==> src/rtl/board_regs_pkg.sv <==
package board_regs_pkg;

  localparam int NUM_REGS  = 12;
  localparam int NUM_PLAIN = 8;

  typedef enum logic [3:0] {
    REG_LED0    = 4'd0,
    REG_LED1    = 4'd1,
    REG_LEDCTL  = 4'd2,
    REG_SWITCH  = 4'd3,
    REG_MISC0   = 4'd4,
    REG_MISC1   = 4'd5,
    REG_MISC2   = 4'd6,
    REG_MISCIN  = 4'd7,
    REG_INTEN   = 4'd8,
    REG_INTPEND = 4'd9,
    REG_SLOT0   = 4'd10,
    REG_SLOT1   = 4'd11
  } regIdx_e;

  // byte offset of each register inside the window
  function automatic logic [7:0] regOffset(input int idx);
    case (idx)
      0:       return 8'h10;
      1:       return 8'h14;
      2:       return 8'h40;
      3:       return 8'h60;
      4:       return 8'h80;
      5:       return 8'h84;
      6:       return 8'h88;
      7:       return 8'h90;
      8:       return 8'hC0;
      9:       return 8'hD0;
      10:      return 8'hE0;
      default: return 8'hE4;
    endcase
  endfunction

  typedef struct packed {
    logic [NUM_REGS-1:0] wrHot;
    logic [NUM_REGS-1:0] rdHot;
  } strobes_t;

endpackage

==> src/rtl/board_regs_ctrl.sv <==
module board_regs_ctrl
  import board_regs_pkg::*;
#(
  parameter int ADDR_W = 20
) (
  input  logic [ADDR_W-1:0] busAddr,
  input  logic              busWe,
  output strobes_t          strb
);

  logic [NUM_REGS-1:0] hitVec;
  logic [NUM_REGS-1:0] wrVec;

  for (genvar g = 0; g < NUM_REGS; g++) begin : g_dec
    assign hitVec[g] = (busAddr == ADDR_W'(regOffset(g)));
    assign wrVec[g]  = hitVec[g] & busWe;
  end

  assign strb = '{wrHot: wrVec, rdHot: hitVec};


  always_comb begin
    onehot_hit_chk: assert ($onehot0(hitVec));
  end

endmodule

==> src/rtl/board_regs_data.sv <==
module board_regs_data
  import board_regs_pkg::*;
#(
  parameter int          DATA_W     = 32,
  parameter int          NUM_IRQ    = 16,
  parameter logic [31:0] PEND_MASK  = 32'h000F_EEFF,
  parameter int          SLOT0_LINE = 9,
  parameter int          SLOT1_LINE = 13,
  parameter int          CTRL_W     = 5,
  parameter int          CD_BIT     = 5,
  parameter int          RDY_BIT    = 10
) (
  input  logic               clk,
  input  logic               rstN,
  input  strobes_t           strb,
  input  logic [DATA_W-1:0]  busWdata,
  input  logic [NUM_IRQ-1:0] irqLines,
  output logic [DATA_W-1:0]  busRdata,
  output logic               irqOut
);

  localparam logic [DATA_W-1:0] MASK_W = DATA_W'(PEND_MASK);

  logic [DATA_W-1:0]  plainQ [NUM_PLAIN];
  logic [DATA_W-1:0]  intEn, intPend, pendNext;
  logic [NUM_IRQ-1:0] levelQ, riseVec;
  logic [CTRL_W-1:0]  slotCtl0, slotCtl1;
  logic [DATA_W-1:0]  slotVal0, slotVal1;
  logic [DATA_W-1:0]  regVals [NUM_REGS];
  logic [DATA_W-1:0]  rdNext;

  // plain storage registers
  for (genvar g = 0; g < NUM_PLAIN; g++) begin : g_plain
    always_ff @(posedge clk or negedge rstN) begin
      if (!rstN)               plainQ[g] <= '0;
      else if (strb.wrHot[g])  plainQ[g] <= busWdata;
    end
    assign regVals[g] = plainQ[g];
  end

  // raw line levels and rising detection
  always_ff @(posedge clk or negedge rstN) begin
    if (!rstN) levelQ <= '0;
    else       levelQ <= irqLines;
  end
  assign riseVec = irqLines & ~levelQ;

  // pending: software value replaces, hardware rises merge on top
  always_comb begin
    pendNext = strb.wrHot[REG_INTPEND] ? (busWdata & MASK_W) : intPend;
    pendNext = pendNext | (DATA_W'(riseVec) & intEn);
  end

  always_ff @(posedge clk or negedge rstN) begin
    if (!rstN) begin
      intEn   <= '0;
      intPend <= '0;
      irqOut  <= 1'b0;
    end else begin
      if (strb.wrHot[REG_INTEN]) intEn <= busWdata & MASK_W;
      intPend <= pendNext;
      irqOut  <= |(intPend & intEn);
    end
  end

  // slot registers: only low control bits are writable
  always_ff @(posedge clk or negedge rstN) begin
    if (!rstN) begin
      slotCtl0 <= '0;
      slotCtl1 <= '0;
    end else begin
      if (strb.wrHot[REG_SLOT0]) slotCtl0 <= busWdata[CTRL_W-1:0];
      if (strb.wrHot[REG_SLOT1]) slotCtl1 <= busWdata[CTRL_W-1:0];
    end
  end

  always_comb begin
    slotVal0          = DATA_W'(slotCtl0);
    slotVal0[CD_BIT]  = ~levelQ[SLOT0_LINE];
    slotVal0[RDY_BIT] = 1'b1;
    slotVal1          = DATA_W'(slotCtl1);
    slotVal1[CD_BIT]  = ~levelQ[SLOT1_LINE];
    slotVal1[RDY_BIT] = 1'b1;
  end

  assign regVals[REG_INTEN]   = intEn;
  assign regVals[REG_INTPEND] = intPend;
  assign regVals[REG_SLOT0]   = slotVal0;
  assign regVals[REG_SLOT1]   = slotVal1;

  always_comb begin
    rdNext = '0;
    for (int i = 0; i < NUM_REGS; i++)
      if (strb.rdHot[i]) rdNext = rdNext | regVals[i];
  end

  always_ff @(posedge clk or negedge rstN) begin
    if (!rstN) busRdata <= '0;
    else       busRdata <= rdNext;
  end


  en_write_chk: assert property (@(posedge clk) disable iff (!rstN)
    strb.wrHot[REG_INTEN] |=> intEn == ($past(busWdata) & MASK_W));


  no_latch_disabled_chk: assert property (@(posedge clk) disable iff (!rstN)
    !strb.wrHot[REG_INTPEND] |=> (intPend & ~$past(intPend) & ~$past(intEn)) == '0);


  pend_hold_chk: assert property (@(posedge clk) disable iff (!rstN)
    !strb.wrHot[REG_INTPEND] |=> (($past(intPend) & ~intPend) == '0));


  irq_low_chk: assert property (@(posedge clk) disable iff (!rstN)
    ((intPend & intEn) == '0) |=> !irqOut);


  irq_high_chk: assert property (@(posedge clk) disable iff (!rstN)
    ((intPend & intEn) != '0) |=> irqOut);


  card_detect0_chk: assert property (@(posedge clk) disable iff (!rstN)
    1'b1 |=> slotVal0[CD_BIT] == !$past(irqLines[SLOT0_LINE]));


  slot_write_chk: assert property (@(posedge clk) disable iff (!rstN)
    strb.wrHot[REG_SLOT1] |=> slotCtl1 == $past(busWdata[CTRL_W-1:0]));

endmodule

==> src/rtl/board_irq_regs.sv <==
module board_irq_regs
  import board_regs_pkg::*;
#(
  parameter int ADDR_W  = 20,
  parameter int DATA_W  = 32,
  parameter int NUM_IRQ = 16
) (
  input  logic               clk,
  input  logic               rstN,
  input  logic [ADDR_W-1:0]  busAddr,
  input  logic               busWe,
  input  logic [DATA_W-1:0]  busWdata,
  output logic [DATA_W-1:0]  busRdata,
  input  logic [NUM_IRQ-1:0] irqLines,
  output logic               irqOut
);

  strobes_t strb;

  board_regs_ctrl #(.ADDR_W(ADDR_W)) u_ctrl (
    .busAddr (busAddr),
    .busWe   (busWe),
    .strb    (strb)
  );

  board_regs_data #(.DATA_W(DATA_W), .NUM_IRQ(NUM_IRQ)) u_data (
    .clk      (clk),
    .rstN     (rstN),
    .strb     (strb),
    .busWdata (busWdata),
    .irqLines (irqLines),
    .busRdata (busRdata),
    .irqOut   (irqOut)
  );

endmodule

==> config.mk <==
export PLATFORM = sky130hd
export DESIGN_NAME = board_irq_regs
export DESIGN_NICKNAME = d
export VERILOG_FILES = /design/src/rtl/board_regs_pkg.sv /design/src/rtl/board_regs_ctrl.sv /design/src/rtl/board_regs_data.sv /design/src/rtl/board_irq_regs.sv
export SDC_FILE = /design/constraint.sdc
export NUM_CORES = 1
export LEC_CHECK = 0
export BUFFER_PORTS_ARGS = -buffer_cell sky130_fd_sc_hd__buf_2
export CAP_MARGIN = 20
export CORE_MARGIN = 3
export CORE_UTILIZATION = 30
export DETAILED_ROUTE_END_ITERATION = 8
export SYNTH_ARGS = -nofsm -noshare
export SYNTH_HDL_FRONTEND = slang
export SYNTH_SLANG_ARGS = --single-unit
==> constraint.sdc <==
create_clock -name clk -period 2.4 [get_ports clk]
set_input_delay 0.12 -clock clk [delete_from_list [all_inputs] [get_ports clk]]
set_output_delay 0.12 -clock clk [all_outputs]
set_load 0.005 [all_outputs]
# == Word level (Yosys, flattened, before mapping) ==
# Cells that the tools add are included.
# word_totals
word_cells,71
in_bits,71
ff_bits,365
# classes
muxes,13
n_reduce_logical,1
n_eq_ne,12
n_bitwise,30
# op_table
cell,count
$mux W32,13
$or A32 B32 Y32,9
$eq A20 B8 Y1 const B,8
$or A32 B11 Y32,2
$eq A20 B5 Y1 const B,2
$eq A20 B7 Y1 const B,2
$and A32 B20 Y32,1
$or A32 B20 Y32,1
$reduce_or A32 Y1,1
$and A16 B20 Y20,1
$and A16 B16 Y16,1
$not A16 Y16,1
$and A1 B1 Y1,12
$not A1 Y1,2

# == Depth between registers and ports, before layout ==
# Gate-level depths: netlist (run 1).
# logic_depth
depth_word,24
depth_mapped,9
ltp_nobuf,5

# == Hierarchy ==
# Synthesis (run 1) repeated with hierarchy kept, for this count alone.
# hier_totals
hier_cells,1003
hier_area_um2,14647.8
# by_module_without_submodules
mod,seq_area_each_um2,instances,cells_each,area_per_inst_um2
board_regs_data,8733.4,1,947,14295.0
board_regs_ctrl,0.0,1,56,352.8

# == Least setup slack after synthesis (run 1) ==
# OpenSTA, ideal clock, no wires.
# synth_timing
path_type,in2reg
from,input port busAddr[9]
to,register u_data.intEn[10]
n_path_buf,2
required_time_ns,2.275
t_arrival_ns,2.260
stages,7
slack_ns,0.015
path_cell_list,or4_4 > buf_6 > or4_4 > nor4_4 > nand3_4 > buf_6 > mux2_4
# synth_between
elab_chain_cells,2
# synth_rtl
item,line,source
"start, declared",board_irq_regs.sv:10,"input logic [ADDR_W-1:0] busAddr,"
$eq A20 B8 Y1,board_regs_ctrl.sv:15,assign hitVec[g] = (busAddr == ADDR_W'(regOffset(g)));
$and A1 B1 Y1,board_regs_ctrl.sv:16,assign wrVec[g] = hitVec[g] & busWe;
"end signal, assigned",board_regs_data.sv:60,if (strb.wrHot[REG_INTEN]) intEn <= busWdata & MASK_W;
"end, declared",board_regs_data.sv:25,"logic [DATA_W-1:0] intEn, intPend, pendNext;"
# Every way passes these cells.
# A chain may end at the register's enable or synchronous reset.

# == Worst setup path after layout (run 1) ==
# layout_timing
from,input port busAddr[9]
to,register u_data.slotCtl1[4]
# layout_between
elab_chain_cells,2
# layout_rtl
item,line,source
$eq A20 B8 Y1,board_regs_ctrl.sv:15,
$and A1 B1 Y1,board_regs_ctrl.sv:16,
"end signal, assigned",board_regs_data.sv:73,if (strb.wrHot[REG_SLOT1]) slotCtl1 <= busWdata[CTRL_W-1:0];
"end, declared",board_regs_data.sv:27,"logic [CTRL_W-1:0] slotCtl0, slotCtl1;"
# Every way passes these cells.

==> out/qor.csv, run 1 <==
stage,metric,value,unit
drt,Post-Route WL,44500,um
finish,fin nets,1432,
floorplanning,Die Span X,234,um
clock_network,CTS tree,done,
synth,synthesized area per cell,13.0,sq um
sta,RSZ-0062 raised after global routing,false,
power_and_ir_drop,Max VDD drop,0.414,mV
drt,ANT nets after route,0,
setup_path,CP required,2800,ps
sta,Final period util,81.6,%
setup_path,WS Path Type,primary input to register,
power_and_ir_drop,Lkg Pwr,9.34,nW
clock_network,H-tree lvl count,2,
synth,Post-Syn Area,15600,sq um
setup_path,Worst Setup SP,busAddr[9],
drt,DR iter-0 viols,798,
synth,leading area contributor after synthesis,dfrtp_1,
clock_network,Clock Path Buffers,3,
sta,hold_ws,20.8,ps
setup_path,crit path DAT,2360,ps
sta,worst-margin pin slew,791,ps
synth,Area contributors post-synth,"dfrtp_1 56%, mux2_2 21%, mux2i_1 3.0%",
setup_path,reg2reg start,u_data.intEn[18],
setup_path,"critical path fanouts, max",5,
worst_hold_path,Hold/Removal Path Class,primary input to register,
drt,routed wire length per instance,21.6,um
clock_network,Sink Count,349,
sta,Final Hold Vio Count,0,
sta,crit path time final,1960,ps
floorplanning,die area,54700,sq um
synth,Synth async-reset ratio,100,%
clock_network,worst-skew pair later-pin latency,530,ps
finish,layout cells sized above 1,40.5,%
sta,Achievable Freq,0.511,GHz
floorplanning,Initial Util,30.7,%
sta,skew final,15.1,ps
sta,final setup TNS,0,ps
clock_network,Post-CTS Repair Setup Buffers,0,
global_routing,first-pass GRT wire length,68400,um
global_routing,initial antenna violation count,1,
synth,post-synthesis cell count,1196,
synth,Yosys cell types,48,
drt,DRT Pass-1 Iters,5,
drt,# DRC,0,
global_routing,total grt overflow,0,
synth,Synth Register Bits,349,
global_routing,largest net degree at the start of global routing,91,
placed_design,post-DP HPWL,29700,um
run_status,status,completed,
synth,sequential area share after synthesis,56.0,%
drt,DR vias,10700,
global_routing,vias in the first global route,11100,
clock_network,hold buffers post-CTS,44,
clock_network,Worst-path clk slew,60,ps
placed_design,Setup WS pre-CTS,-88.3,ps
finish,synth-to-layout area growth,22.5,%
synth,Mapped Nets,1267,
placed_design,gpl congestion,0.813,
placed_design,# port buffers,101,
sta,max-slew violation count,0,
floorplanning,# rows,82,
finish,# diodes,0,
floorplanning,Die Span Y,234,um
drt,drt via density,5.21,
sta,final worst slack,441,ps
power_and_ir_drop,Power Dens Cells,661,nW/um^2
synth,Most used DFF post-synth,dfrtp_1,
run,max cap viols,0,
clock_network,post-CTS resize count,0,
floorplanning,num ports,104,
setup_path,crit path launch type,primary input,
setup_path,Worst Setup End Kind,register,
sta,max_slew headroom,47.3,%
global_routing,Global Route Usage Sum,16.2,%
floorplanning,core area,50800,sq um
clock_network,root buf cell,clkbuf_16,
power_and_ir_drop,Pwr Total,12.6,mW
sta,final setup fails,0,
clock_network,Num CTS Buffers,37,
synth,"EDFF count, synth",0,
worst_hold_path,hold_sp,busWdata[10],
finish,Filler cells,4904,
synth,share of the synthesized area in the top cell type,56.0,%
synth,synth warn,0,
[final timing paths]
check	endpoint	slack [ps]	cells past startpoint
setup / recovery	u_data.slotCtl1[4]	440	7
hold / removal	u_data.plainQ[202]	20	2
setup reg to reg	u_data.busRdata[18]	900	4
hold reg to reg	u_data.intPend[10]	450	1
max in group asynchronous	u_data.intEn[6]	1370	3
min in group asynchronous	u_data.plainQ[207]	180	2
[cells by family (layout without fill, tap and decap cells)]
group                  count (synthesis)  in the layout  synth area share [%]
AO/OA/AOI/OAI                        148            148                  6.99
buffers and inverters                101            293                  2.85
flip-flops                           349            349                  56.0
multiplexers                         350            350                  25.1
AND/OR/NAND/NOR                      248            248                  8.99
[worst max-delay path: stages]
cell	delay, ps
buf_2	100
or4_4	570
or4_4	600
buf_4	180
nor4_4	260
buf_4	200
mux2_2	340
[stage by stage]
| step | util, % | area (sq um) | std cells |
|---|---|---|---|
| 2_1_floorplan | - | 15600 | 1196 |
| 3_3_place_gp | 34.1 | 17300 | 1950 |
| 3_5_place_dp | 34.1 | 17300 | 1950 |
| 4_1_cts | 37.6 | 19100 | 2060 |
| 5_1_grt | 37.6 | 19100 | 2060 |
| 6_report | 37.6 | 19100 | 2060 |
[final cells by class]
class	count	area, sq um	area share [%]
tap	672	841	4.40
clock buffer	50	1090	5.69
timing repair buffer	226	1750	9.17
clock inverter	16	243	1.27
multi-input combinational	746	6440	33.7
sequential	349	8730	45.7
inverter	1	3.75	0.0196
[where the power goes]
group          internal [mW]  switching, mW  total (mW)  leakage (nW)
registers               5.90        0.00391        5.90          4.85
logic                  0.173          0.372       0.545          3.84
clock network           3.83           2.34        6.18         0.659
[placed cells by master (no fill, tap or decap), drive strengths merged, types with 6 or more instances in the layout]
| cell | instances |
|---|---|
| and4 | 7 |
| buf | 182 |
| nor3 | 30 |
| a21oi | 23 |
| a41oi | 10 |
| a22oi | 37 |
| nand2 | 68 |
| and3 | 10 |
| bufinv | 6 |
| nand3 | 34 |
| o21ai | 13 |
| mux2i | 47 |
| nor4 | 19 |
| nand3b | 12 |
| mux2 | 303 |
| clkinv | 7 |
| a22o | 18 |
| nand4 | 23 |
| nor2 | 15 |
| a31oi | 7 |
| dlygate4sd3 | 44 |
| dfrtp | 349 |
| o211ai | 10 |
| clkbuf | 50 |
| a32oi | 19 |
[Yosys cell counts (3+ instances only)]
| cell | number |
|---|---|
| clkbuf_1 | 51 |
| nand2_1 | 68 |
| a21oi_1 | 23 |
| and4b_1 | 5 |
| o211ai_1 | 10 |
| and4_1 | 7 |
| nor2b_1 | 5 |
| dfrtp_1 | 349 |
| a22oi_1 | 37 |
| buf_2 | 7 |
| nor4_1 | 16 |
| nor2_1 | 15 |
| a31oi_1 | 7 |
| nand3_1 | 33 |
| or4_1 | 3 |
| and3_1 | 10 |
| a221oi_1 | 4 |
| nor4_4 | 3 |
| a41oi_1 | 10 |
| mux2_4 | 10 |
| a32oi_1 | 19 |
| mux2_2 | 293 |
| nor3_1 | 29 |
| nand2b_1 | 5 |
| nand4_1 | 23 |
| buf_1 | 27 |
| nand3b_1 | 12 |
| a22o_1 | 18 |
| buf_4 | 10 |
| clkbuf_2 | 3 |
| and2_1 | 3 |
| mux2i_1 | 47 |
| a222oi_1 | 3 |
| o21ai_0 | 13 |
[sequential cells by signal, summed over array words and instances (netlist names)]
register         count
u_data.irqOut        1
u_data.plainQ      256
u_data.levelQ       14
u_data.slotCtl0      5
u_data.busRdata     32
u_data.intPend      18
u_data.slotCtl1      5
u_data.intEn        18
[routing by layer]
| layer | global-route usage, % | routed length (um) | up-vias | part of all wire (%) |
|---|---|---|---|---|
| met4 | 4.69 | 950 | 0 | 2.1 |
| met2 | 25.5 | 20300 | 288 | 46 |
| li1 | - | - | 4785 | - |
| met5 | 0 | 0 | - | 0 |
| met3 | 2.37 | 2210 | 62 | 5.0 |
| met1 | 23.3 | 21100 | 5589 | 47 |
(Power assumes the default switching activity.)
==> run 2, diff against run 1 <==
==> constraint.sdc (replaced) <==
create_clock -name clk -period 1.6 [get_ports clk]
set_input_delay 0.08 -clock clk [delete_from_list [all_inputs] [get_ports clk]]
set_output_delay 0.08 -clock clk [all_outputs]
set_load 0.005 [all_outputs]
==> run 2 against run 1 <==
  * The run now ends with setup timing left
  * Final cell count rose by 4.0%
  * Die area did not move
  * Critical path depth did not move
  * Sequential power rose by 50%
  * Clock power rose by 43%
  * First-iteration DRC count fell by 18%
  * Hold slack improved by 28 ps
  * Critical endpoint is now u_data.intEn[10]
  * Largest cell class unchanged
  * Largest power group is now sequential cells
  * Highest routed layer unchanged
==> out/qor.csv, run 2 (same netlist as run 1, synthesis figures left out) <==
stage,metric,value,unit,change
run_status,status,"finished, violations left",,was completed
run_status,failing checks,setup timing,,
drt,DRT Pass-1 Iters,5,,unchanged
drt,# DRC,0,,unchanged
finish,biggest regs,"u_data.plainQ (256), u_data.busRdata (32)",,unchanged
power_and_ir_drop,Pwr Total,18.6,mW,was 12.6 mW
setup_path,worst path cell trace,buf_8 -> or4_4 -> or4_4 -> nor4_4 -> nand3_4 -> buf_12 -> mux2_4,,was buf_2 -> or4_4 -> or4_4 -> buf_4 -> nor4_4 -> buf_4 -> mux2_2
drt,routed wire length per instance,21.4,um,was 21.6 um
power_and_ir_drop,Lkg Pwr,9.87,nW,was 9.34 nW
finish,max reg flops,256,,unchanged
clock_network,Worst-path clk slew,60,ps,about the same
global_routing,vias in the first global route,11800,,was 11100
sta,worst-margin pin slew,554,ps,was 791 ps
clock_network,Num CTS Buffers,38,,was 37
floorplanning,# rows,82,,unchanged
placed_design,# port buffers,101,,unchanged
drt,drt via density,5.17,,was 5.21
sta,skew final,13.7,ps,was 15.1 ps
power_and_ir_drop,Max VDD drop,0.568,mV,was 0.414 mV
finish,most frequent cells in the layout,"349 x dfrtp_1, 253 x mux2_2, 126 x buf_4",,"was 349 x dfrtp_1, 293 x mux2_2, 100 x buf_2"
global_routing,first-pass GRT wire length,70800,um,was 68400 um
power_and_ir_drop,Power Dens Cells,924,nW/um^2,was 661 nW/um^2
global_routing,largest net degree at the start of global routing,51,,was 91
setup_path,Critical Path Slowest Stage Cell,or4_4,,unchanged
floorplanning,num ports,104,,unchanged
sta,Achievable Freq,0.577,GHz,
sta,Final Hold Vio Count,0,,unchanged
sta,crit path time final,1730,ps,
setup_path,Worst Path Buf+Inv,2,,was 3
setup_path,crit path DAT,2130,ps,was 2360 ps
finish,layout cells sized above 1,44.8,%,was 40.5%
drt,DR vias,11100,,was 10700
floorplanning,Die Span X,234,um,unchanged
drt,ANT nets after route,0,,unchanged
clock_network,CTS tree,done,,unchanged
floorplanning,core area,50800,sq um,unchanged
finish,"commonest non-fill, non-tap cell in the layout",dfrtp_1,,unchanged
run,max cap viols,0,,unchanged
setup_path,WS Path Type,primary input to register,,unchanged
placed_design,Setup WS pre-CTS,-820,ps,was -88.3 ps
drt,DR iter-0 viols,651,,was 798
clock_network,Sink Count,349,,unchanged
sta,final setup fails,84,,was 0
clock_network,root buf cell,clkbuf_16,,unchanged
floorplanning,die area,54700,sq um,unchanged
placed_design,post-DP HPWL,31700,um,was 29700 um
sta,Final period util,108,%,
setup_path,"critical path fanouts, max",18,,was 5
worst_hold_path,Hold/Removal Path Class,primary input to asynchronous set/reset pin,,was primary input to register
setup_path,CP required,2000,ps,was 2800 ps
floorplanning,Initial Util,30.7,%,unchanged
setup_path,Crit path max-delay family,simple AND/OR/NAND/NOR gates,,unchanged
sta,max-slew violation count,0,,unchanged
global_routing,Global Route Usage Sum,16.7,%,was 16.2%
clock_network,Clock Path Buffers,3,,unchanged
finish,synth-to-layout area growth,29.4,%,was 22.5%
sta,max_slew headroom,63.1,%,was 47.3%
finish,design area,20200,sq um,was 19100 sq um
floorplanning,Die Span Y,234,um,unchanged
drt,Post-Route WL,45900,um,was 44500 um
sta,final worst slack,-133,ps,was 441 ps
finish,fin nets,1515,,was 1432
global_routing,total grt overflow,0,,unchanged
setup_path,Worst Setup End Kind,register,,unchanged
setup_path,"most used cell, CP",or4_4,,
setup_path,CP peak stage delay,540,ps,was 600 ps
placed_design,Post-DP Area,18200,sq um,was 17300 sq um
clock_network,H-tree lvl count,2,,unchanged
clock_network,worst-skew pair later-pin latency,520,ps,was 530 ps
sta,RSZ-0062 raised after global routing,true,,was false
setup_path,crit path launch type,primary input,,unchanged
global_routing,initial antenna violation count,1,,unchanged
placed_design,gpl congestion,0.812,,was 0.813
finish,largest reg by FF count,u_data.plainQ,,unchanged
run 2: worst paths after layout:
check / from / to / slack [ps] / depth (start not counted)
setup / recovery: busAddr[9] / u_data.intEn[10] / -130 / 7
hold / removal: rstN / u_data.plainQ[207] / 50 / 2
setup reg to reg: u_data.intEn[15] / u_data.busRdata[15] / 140 / 5
hold reg to reg: u_data.levelQ[10] / u_data.intPend[10] / 460 / 1
max in group asynchronous: rstN / u_data.intPend[0] / 820 / 4
min in group clk: irqLines[11] / u_data.levelQ[11] / 220 / 2
run 2: worst register-to-register path, stage by stage (launching register included):
cell and delay, ps:
dfrtp_1 390, buf_4 150, mux2_2 270, a22o_1 210, a21oi_1 180, o211ai_1 130
run 2: per-stage QoR:
step	TNS (ps)	hold slack [ps]	std cells	util [%]
floorplan	-66830	-216	1196	-
global placement	-149580	9.05	2021	35.8
detailed placement	-159270	17.2	2021	35.8
CTS	-4190	56.1	2135	39.3
global route	-12150	82.3	2143	39.7
finish	-7220	49.2	2143	39.7
run 2: per-layer routing:
layer	GRT usage (%)	vias up	routed length, um
li1	-	4950	-
met4	5.05	0	1390
met1	23.7	5739	21000
met5	0	-	0
met2	26.4	312	21000
met3	2.72	80	2530
run 2: repair_timing:
action | in CTS | in global routing
resized for setup | 9 | 21
setup buffers | 1 | 3
gates cloned | 0 | 4
setup endpoints to repair | 98 | 152
pin swaps | 3 | 7
endpoints found under the hold margin | 550 | 0
hold buffers | 47 | 0
run 2: area by class of cell:
cell class	count	area, sq um
Fill cell	4807	30600
Sequential cell	349	8730
Multi-Input combinational cell	746	6730
Timing Repair Buffer	308	2610
Clock buffer	56	1130
Tap cell	672	841
Clock inverter	10	129
Inverter	1	3.75
Antenna cell	1	2.50
run 2: power by group:
group / total (mW) / switching (mW) / internal (mW)
clock network: 8.83 / 3.47 / 5.36
logic: 0.957 / 0.598 / 0.359
registers: 8.85 / 0.00601 / 8.85
==> run 3, diff against run 2 <==
==> constraint.sdc (replaced) <==
create_clock -name clk -period 2.05 [get_ports clk]
set_input_delay 0.1025 -clock clk [delete_from_list [all_inputs] [get_ports clk]]
set_output_delay 0.1025 -clock clk [all_outputs]
set_load 0.005 [all_outputs]
==> run 3 against run 2 <==
  * Hold slack better by 70 ps
  * Power down 22%
  * Clock skew down 0.88 ps
  * Wire length down 2.0%
  * Worst setup slack better by 310 ps
  * Combinational power down 31%
  * Register-to-register slack better by 260 ps
  * The flow now finishes without violations
  * Critical path type unchanged
  * Clock-buffer cell count up 2
==> out/qor.csv, run 3 (same netlist as run 1, synthesis figures left out) <==
stage,metric,value,unit,change
global_routing,largest net degree at the start of global routing,70,,was 51
finish,fin nets,1456,,was 1515
finish,"commonest non-fill, non-tap cell in the layout",dfrtp_1,,unchanged
finish,synth-to-layout area growth,24.6,%,was 29.4%
global_routing,GR Util met1,23.1,%,was 23.7%
clock_network,Worst-path clk slew,60,ps,about the same
sta,max-slew violation count,0,,unchanged
finish,max reg flops,256,,unchanged
finish,largest reg by FF count,u_data.plainQ,,unchanged
global_routing,vias in the first global route,11300,,was 11800
sta,final setup fails,0,,was 84
floorplanning,num ports,104,,unchanged
sta,crit path time final,1870,ps,
setup_path,crit path DAT,2280,ps,was 2130 ps
setup_path,"critical path fanouts, max",5,,was 18
setup_path,WS Path Type,primary input to register,,unchanged
clock_network,Clock Path Buffers,3,,unchanged
global_routing,busiest grt layer,met2,,unchanged
clock_network,CTS tree,done,,unchanged
drt,routed wire length per instance,21.5,um,was 21.4 um
power_and_ir_drop,Power Dens Cells,747,nW/um^2,was 924 nW/um^2
power_and_ir_drop,Pwr Total,14.5,mW,was 18.6 mW
floorplanning,Die Span X,234,um,unchanged
sta,Final Hold Vio Count,0,,unchanged
floorplanning,Die Span Y,234,um,unchanged
finish,layout cells sized above 1,41.1,%,was 44.8%
run_status,status,completed,,"was finished, violations left"
global_routing,met3 Usage GRT,2.94,%,was 2.72%
floorplanning,# rows,82,,unchanged
sta,Achievable Freq,0.534,GHz,
global_routing,Global Route met2 Usage,26.4,%,about the same
setup_path,Register-to-Register Path Depth,4,,was 5
clock_network,post-CTS resize count,0,,was 9
sta,RSZ-0062 raised after global routing,false,,was true
power_and_ir_drop,Lkg Pwr,9.47,nW,was 9.87 nW
global_routing,Global Route Usage Sum,16.5,%,was 16.7%
drt,DRT Pass-1 Iters,5,,unchanged
drt,DR vias,10700,,was 11100
sta,worst-margin pin slew,610,ps,was 554 ps
setup_path,RR Endpoint,u_data.irqOut,,was u_data.busRdata[15]
sta,hold_ws,119,ps,was 49.2 ps
finish,Post-Layout Cell Count,2088,,was 2143
setup_path,reg2reg start,u_data.intEn[15],,unchanged
sta,final setup TNS,0,ps,was -7220 ps
sta,max_slew headroom,59.4,%,was 63.1%
floorplanning,Initial Util,30.7,%,unchanged
setup_path,R2R setup slack,400,ps,was 140 ps
setup_path,Worst Setup End Kind,register,,unchanged
global_routing,first-pass GRT wire length,69300,um,was 70800 um
drt,DR iter-0 viols,737,,was 651
global_routing,initial antenna violation count,2,,was 1
sta,skew final,12.9,ps,was 13.7 ps
placed_design,gpl congestion,0.789,,was 0.812
run,max cap viols,0,,unchanged
clock_network,Sink Count,349,,unchanged
sta,Final period util,91.3,%,
setup_path,Worst Setup SP,busAddr[9],,unchanged
drt,ANT nets after route,0,,unchanged
global_routing,total grt overflow,0,,unchanged
setup_path,crit path launch type,primary input,,unchanged
finish,most frequent cells in the layout,"349 x dfrtp_1, 256 x mux2_2, 100 x buf_2",,"was 349 x dfrtp_1, 253 x mux2_2, 126 x buf_4"
clock_network,Num CTS Buffers,39,,was 38
finish,post-layout util,38.2,%,was 39.7%
placed_design,post-DP HPWL,30600,um,was 31700 um
placed_design,placed insts,1969,,was 2021
floorplanning,core area,50800,sq um,unchanged
placed_design,# port buffers,101,,unchanged
floorplanning,die area,54700,sq um,unchanged
clock_network,root buf cell,clkbuf_16,,unchanged
clock_network,worst-skew pair later-pin latency,540,ps,was 520 ps
power_and_ir_drop,Max VDD drop,0.525,mV,was 0.568 mV
drt,drt via density,5.15,,was 5.17
clock_network,H-tree lvl count,2,,unchanged
drt,Post-Route WL,45000,um,was 45900 um
finish,biggest regs,"u_data.plainQ (256), u_data.busRdata (32)",,unchanged
worst_hold_path,Hold/Removal Path Class,primary input to asynchronous set/reset pin,,unchanged
clock_network,Post-CTS Repair Setup Buffers,0,,was 1
finish,Filler cells,4839,,was 4807
drt,# DRC,0,,unchanged
setup_path,CP required,2460,ps,was 2000 ps
clock_network,hold buffers post-CTS,47,,unchanged
[run 3: power by group]
| part | switching [mW] | internal (mW) |
|---|---|---|
| sequential | 0.00432 | 6.90 |
| clock | 2.82 | 4.12 |
| combinational | 0.439 | 0.221 |
| total | 3.26 | 11.2 |
[run 3: metal layers]
layer	vias up	wire length [um]
li1	4848	-
met3	62	2280
met2	283	20800
met4	2	916
met1	5554	21000
met5	-	13
[run 3: how the worst max path moves through the flow]
stage / end / slack [ps] / cells after the start
global placement: u_data.intEn[11] / -310 / 7
finish: u_data.slotCtl0[3] / 180 / 6
floorplan: u_data.intEn[10] / -320 / 7
detailed placement: u_data.slotCtl0[3] / -360 / 6
global route: u_data.slotCtl0[3] / 150 / 6
CTS: u_data.slotCtl0[3] / 200 / 6
[run 3: stage by stage]
stage	area, sq um	worst slack, ps
after global placement	17700	-314
after CTS	19400	200
after global routing	19400	145
after detailed placement	17700	-363
final	19400	179
after floorplan	15800	-317
[run 3: cell type report]
cell class                 count  area, sq um  area share (%)
tap                          672          841            4.33
sequential                   349         8730            45.0
clock buffer                  58         1140            5.86
inverter                       1         3.75          0.0193
clock inverter                13          140           0.722
antenna                        1         2.50          0.0129
timing repair buffer         248         1960            10.1
multi-input combinational    746         6600            34.0
[run 3: critical path, stage by stage]
cell and delay [ps]:
buf_2 100, or4_4 530, or4_4 590, nor4_4 340, nand3_1 260, mux2_2 350
